**src/rtl/ctlfilt_pkg.sv**
```systemverilog
package ctlfilt_pkg;
  localparam int unsigned TYPE_W = 16;
  localparam int unsigned OP_W   = 16;

  typedef struct packed {
    logic ctl;    // control frame recognised
    logic pause;  // control frame with the PAUSE opcode
  } frm_cls_t;
endpackage

```
**src/rtl/ctlfilt_type_reg.sv**
```systemverilog
module ctlfilt_type_reg #(
  parameter int unsigned             W       = 16,
  parameter logic [W-1:0]            RST_VAL = 16'h8808
) (
  input  logic         clk,
  input  logic         rst_n,
  input  logic         we,
  input  logic [W-1:0] wdata,
  output logic [W-1:0] value
);
  always_ff @(posedge clk) begin
    if (!rst_n)  value <= RST_VAL;
    else if (we) value <= wdata;
  end

  AST_TYPE_LOAD: assert property (@(posedge clk) disable iff (!rst_n)
    we |=> value == $past(wdata));
endmodule

```
**src/rtl/ctlfilt_classify.sv**
```systemverilog
module ctlfilt_classify
  import ctlfilt_pkg::*;
#(
  parameter int unsigned     TW       = TYPE_W,
  parameter int unsigned     OW       = OP_W,
  parameter logic [OW-1:0]   PAUSE_OP = 16'h0001
) (
  input  logic          hit_station,
  input  logic          hit_ctl_mcast,
  input  logic [TW-1:0] type_field,
  input  logic [TW-1:0] fc_type,
  input  logic [OW-1:0] opcode,
  output frm_cls_t      cls
);
  logic dest_ok;
  assign dest_ok = hit_station | hit_ctl_mcast;

  always_comb begin
    cls.ctl   = dest_ok && (type_field == fc_type);
    cls.pause = cls.ctl && (opcode == PAUSE_OP);
  end
endmodule

```
**src/rtl/ctlfilt_decide.sv**
```systemverilog
module ctlfilt_decide
  import ctlfilt_pkg::*;
(
  input  frm_cls_t cls,
  input  logic     fr_ok,
  input  logic     hit_station,
  input  logic     std_pass,
  input  logic     cfg_rfce,
  input  logic     cfg_dpf,
  input  logic     cfg_pmcf,
  output logic     pass,
  output logic     pause
);
  logic base;
  assign base = hit_station | std_pass;

  always_comb begin
    pass  = 1'b0;
    pause = 1'b0;
    if (fr_ok) begin
      if (!cfg_rfce) begin
        pass = base;
      end else if (cls.pause) begin
        pause = 1'b1;
        pass  = (hit_station && cfg_dpf) ? std_pass && !hit_station : base;
      end else if (cls.ctl) begin
        pass = base | cfg_pmcf;
      end else begin
        pass = base;
      end
    end
  end
endmodule

```
**src/rtl/ctlfilt_top.sv**
```systemverilog
module ctlfilt_top
  import ctlfilt_pkg::*;
#(
  parameter logic [TYPE_W-1:0] FC_TYPE_RST = 16'h8808,
  parameter logic [OP_W-1:0]   PAUSE_OP    = 16'h0001
) (
  input  logic              clk,
  input  logic              rst_n,
  input  logic              fr_vld,
  input  logic              fr_ok,
  input  logic              hit_station,
  input  logic              hit_ctl_mcast,
  input  logic              std_pass,
  input  logic [TYPE_W-1:0] type_field,
  input  logic [OP_W-1:0]   opcode,
  input  logic              cfg_rfce,
  input  logic              cfg_dpf,
  input  logic              cfg_pmcf,
  input  logic              cfg_type_we,
  input  logic [TYPE_W-1:0] cfg_type_wdata,
  output logic              dec_vld,
  output logic              dec_pass,
  output logic              pause_evt
);
  logic [TYPE_W-1:0] fc_type;
  frm_cls_t          cls;
  logic              pass_c, pause_c;

  ctlfilt_type_reg #(.W(TYPE_W), .RST_VAL(FC_TYPE_RST)) u_type (
    .clk(clk), .rst_n(rst_n), .we(cfg_type_we), .wdata(cfg_type_wdata), .value(fc_type)
  );

  ctlfilt_classify #(.TW(TYPE_W), .OW(OP_W), .PAUSE_OP(PAUSE_OP)) u_cls (
    .hit_station(hit_station), .hit_ctl_mcast(hit_ctl_mcast), .type_field(type_field),
    .fc_type(fc_type), .opcode(opcode), .cls(cls)
  );

  ctlfilt_decide u_dec (
    .cls(cls), .fr_ok(fr_ok), .hit_station(hit_station), .std_pass(std_pass),
    .cfg_rfce(cfg_rfce), .cfg_dpf(cfg_dpf), .cfg_pmcf(cfg_pmcf),
    .pass(pass_c), .pause(pause_c)
  );

  always_ff @(posedge clk) begin
    if (!rst_n) begin
      dec_vld   <= 1'b0;
      dec_pass  <= 1'b0;
      pause_evt <= 1'b0;
    end else begin
      dec_vld   <= fr_vld;
      dec_pass  <= fr_vld & pass_c;
      pause_evt <= fr_vld & pause_c;
    end
  end

  AST_DEC_FOLLOWS_STROBE: assert property (@(posedge clk) disable iff (!rst_n)
    $past(rst_n) |-> dec_vld == $past(fr_vld));
  AST_QUIET_IDLE: assert property (@(posedge clk) disable iff (!rst_n)
    !dec_vld |-> !dec_pass && !pause_evt);
  AST_BAD_DROP: assert property (@(posedge clk) disable iff (!rst_n)
    fr_vld && !fr_ok |=> !dec_pass && !pause_evt);
  AST_NO_FC_NO_PAUSE: assert property (@(posedge clk) disable iff (!rst_n)
    fr_vld && !cfg_rfce |=> !pause_evt);
  AST_DPF_STATION: assert property (@(posedge clk) disable iff (!rst_n)
    fr_vld && cfg_rfce && cfg_dpf && cls.pause && hit_station |=> !dec_pass);
  AST_PAUSE_EVT: assert property (@(posedge clk) disable iff (!rst_n)
    fr_vld && fr_ok && cfg_rfce && cls.pause |=> pause_evt);
  AST_PMCF_PASS: assert property (@(posedge clk) disable iff (!rst_n)
    fr_vld && fr_ok && cfg_rfce && cfg_pmcf && cls.ctl && !cls.pause |=> dec_pass);
endmodule

```
**config.mk**
```make
export PLATFORM = sky130hd
export DESIGN_NAME = ctlfilt_top
export DESIGN_NICKNAME = d
export VERILOG_FILES = /design/src/rtl/ctlfilt_pkg.sv /design/src/rtl/ctlfilt_type_reg.sv /design/src/rtl/ctlfilt_classify.sv /design/src/rtl/ctlfilt_decide.sv /design/src/rtl/ctlfilt_top.sv
export SDC_FILE = /design/constraint.sdc
export NUM_CORES = 1
export LEC_CHECK = 0
export BUFFER_PORTS_ARGS = -buffer_cell sky130_fd_sc_hd__buf_4
export CORE_ASPECT_RATIO = 1.25
export CORE_MARGIN = 5
export CORE_UTILIZATION = 41
export CTS_CLUSTER_SIZE = 8
export DETAILED_ROUTE_END_ITERATION = 16
export PLACE_DENSITY = 0.85
export SETUP_SLACK_MARGIN = 0.3
export SYNTH_ARGS = -nofsm -noshare
export SYNTH_HDL_FRONTEND = slang
export SYNTH_SLANG_ARGS = --single-unit
```
**constraint.sdc**
```tcl
create_clock -name clk -period 1.3 [get_ports clk]
set_input_delay 0.26 -clock clk [delete_from_list [all_inputs] [get_ports clk]]
set_output_delay 0.26 -clock clk [all_outputs]
set_load 0.02 [all_outputs]
```
==> results.cfg <==
[detailed_routing]
final_antenna_net_count = 0
vias_per_cell = 4.77
drtIter0Drc = 2
first_pass_iters = 2
vias = 897
wl_mm = 2.59
route.detailed.wl_per_inst_um = 13.8
drt_drc_violations_left = 0

[floorplanning]
dieArea_um2 = 3380
fp-row-count = 19
io-pin-count = 62
die_x_um = 53.0
initial_core_util_pct = 42.9
die_y_um = 63.8
coreArea_um2 = 2210

[setup_path]
crit_type = reg2reg
crit_start = u_type.value[5]
reg2reg_to = dec_pass
critPathMaxFanout = 3
path_buf_inv = 0
required_ns = 1.52
cp-start-kind = register
crit_path_frequent_cell = nand4_1
r2r_slack_ns = 0.09
arrival_ns = 1.43
crit_path_end_kind = register
path_depth = 5
cpLargestDelayFamily = simple AND/OR/NAND/NOR gates
endpoint = dec_pass
path_cells = xnor2_2, nand4_1, nor2_2, nand4_1, a211oi_2
r2r-start = u_type.value[5]
cp_slowest_stage_delay_ns = 0.36
crit_slowest_cell = dfxtp_2
reg2regPathDepth = 5

[grt]
grt_first_pass_wirelength_mm = 3.97
grt_util_met3_pct = 3.72
grt-ovfl-total = 0
top_usage_layer = met2
grt_max_degree = 18
grtUsageMet1_pct = 15.4
met2_usage_pct = 30.1
grt_use_total_pct = 15.6
grt_pass1_vias = 949
antenna_found_initial = 0

[power_and_ir_drop]
finalPower_mw = 1.26
vdd_drop_max_v = 0.000904
power_density_nw_per_um2 = 810
p_leak_nw = 0.684

[run_status]
status = finished clean

[cts]
cts_tree = built
clk_latency_ns = 0.31
clkTransAtPathRegs_ns = 0.12
root_buffer = clkbuf_4
hold_buffers = 0
cts_buffer_depth = 2
htreeDepth = 1
numCtsBuffers = 3
post_cts_buffers = 0
clkSinkCount = 19

[yosys]
syn_nets = 154
synth_cell_types = 23
syn_inst = 95
synthArstFlopShare_pct = 0
ys_warn_count = 0
syn_avg_cell_area_um2 = 9.98
yosys_register_bits = 19
syn_area_um2 = 948
synth_edf_count = 0
ys_seq_area_share_pct = 40.1
ys.flop_type = dfxtp_1

[timing]
setup_viol = 0
setup_tns_ns = 0
period_share_pct = 92.8
skew_ns = 0.0153
min_period_ns = 1.21
rsz0062_at_grt = yes
relSlewSlack_pct = 71.1
fmax_ghz = 0.829
hold_violations = 0
finalMaxSlewViolations = 0
tightest_slew_ns = 0.428

[placement]
place.port_buffers = 61
gp_congestion = 0.682
dpl_cell_area_um2 = 1450

[min_path]
whs_path_depth = 3
hp-class = in2reg
min-delay-start = cfg_type_wdata[3]

[final_layout]
n_antenna_cell = 0
final_nets = 217
area_growth_pct = 63.7
postLayoutCellArea_um2 = 1550
drive_gt1_share_pct = 57.3
fill_cells = 184

[flow_run]
maxCapViolCount = 0
## final cells by class
type	count	area (µm²)	share of cell area, %
Clock buffer	3	22.5	1.45
Clock inverter	1	5.00	0.322
Multi-Input combinational cell	73	619	39.9
Sequential cell	19	398	25.6
Tap cell	31	38.8	2.50
Timing Repair Buffer	61	469	30.2
## synthesized netlist by cell type (2+ instances only)
| master | instances | share of area (%) |
|---|---|---|
| dfxtp_1 | 19 | 40 |
| nor2_1 | 3 | 1.2 |
| xnor2_1 | 13 | 12 |
| nand4_1 | 4 | 2.6 |
| mux2i_1 | 16 | 17 |
| nor4_1 | 3 | 2.0 |
| nor2b_1 | 13 | 8.6 |
| xor2_1 | 3 | 2.8 |
| nor3_1 | 2 | 1.1 |
| nand2_1 | 6 | 2.4 |
## stage by stage
step / std cells / worst slack [ns] / hold slack, ns / util (%)
finish: 188 / 0.0935 / 0.168 / 70.2
global route: 188 / 0.0365 / 0.185 / 70.2
CTS: 188 / 0.124 / 0.164 / 69.9
detailed placement: 184 / -0.105 / 0.481 / 65.6
global placement: 184 / -0.0443 / 0.475 / 65.6
floorplan: 95 / 0.132 / 0.383 / -
## where the power goes
group / leakage, nW / switching (mW) / internal [mW]
clock: 0.0177 / 0.188 / 0.115
combinational: 0.506 / 0.110 / 0.203
sequential: 0.160 / 0.0231 / 0.619
## sequential cells by signal, summed over array words and instances (netlist names)
signal,flops
pause_evt,1
dec_pass,1
u_type.value,16
dec_vld,1
## layer usage
layer,wire [µm],vias up
met5,0,-
met4,20,0
met3,161,4
met2,1510,32
met1,894,408
li1,-,453
## timing repair
item                                    CTS  global route
pin swaps                                18             0
gates resized for setup                  25             1
endpoints found under the hold margin     0             0
endpoints found under the setup margin    5             5
## worst min path at each step
| stage | endpoint | slack (ns) |
|---|---|---|
| after floorplan | pause_evt | 0.38 |
| after global placement | u_type.value[3] | 0.47 |
| after detailed placement | u_type.value[3] | 0.48 |
| after CTS | u_type.value[3] | 0.16 |
| after global routing | u_type.value[15] | 0.18 |
| final | u_type.value[3] | 0.17 |
## placed cells by master (no fill, tap or decap)
cell type  Yosys  final
dfxtp_2        0     14
nor4_2         0      2
xor2_1         3      3
o21ai_1        0      1
nand2_1        6      6
nor2_2         0      2
and2_1         1      1
clkinv_2       0      1
mux2i_1       16     16
xnor2_2        0      4
nor4_4         0      1
a211oi_2       0      1
o21a_1         1      1
clkbuf_4       0      3
nand4_1        4      4
nand4b_1       1      1
o311ai_0       1      1
dfxtp_1       19      5
nor2b_1       13     13
nor2_1         3      1
and4_1         1      1
xnor2_1       13      9
nor4b_1        1      1
nor3_1         2      2
nand3_1        1      1
buf_4          1     58
nor3_4         1      1
buf_6          0      3
## cells by family (layout without fill, tap and decap cells)
logic type / Yosys count / in the layout / synth area share, %
compound gates: 4 / 4 / 3.03
buf+inv: 3 / 65 / 1.71
mux: 16 / 16 / 16.9
xor+xnor: 16 / 16 / 14.8
flops: 19 / 19 / 40.1
simple gates: 37 / 37 / 23.5
## tightest hold or removal path, cell delays in order
cell	delay (ns)
buf_4	0.07
mux2i_1	0.06
nand2_1	0.06
Note: power is estimated with default switching activity, not from simulation.
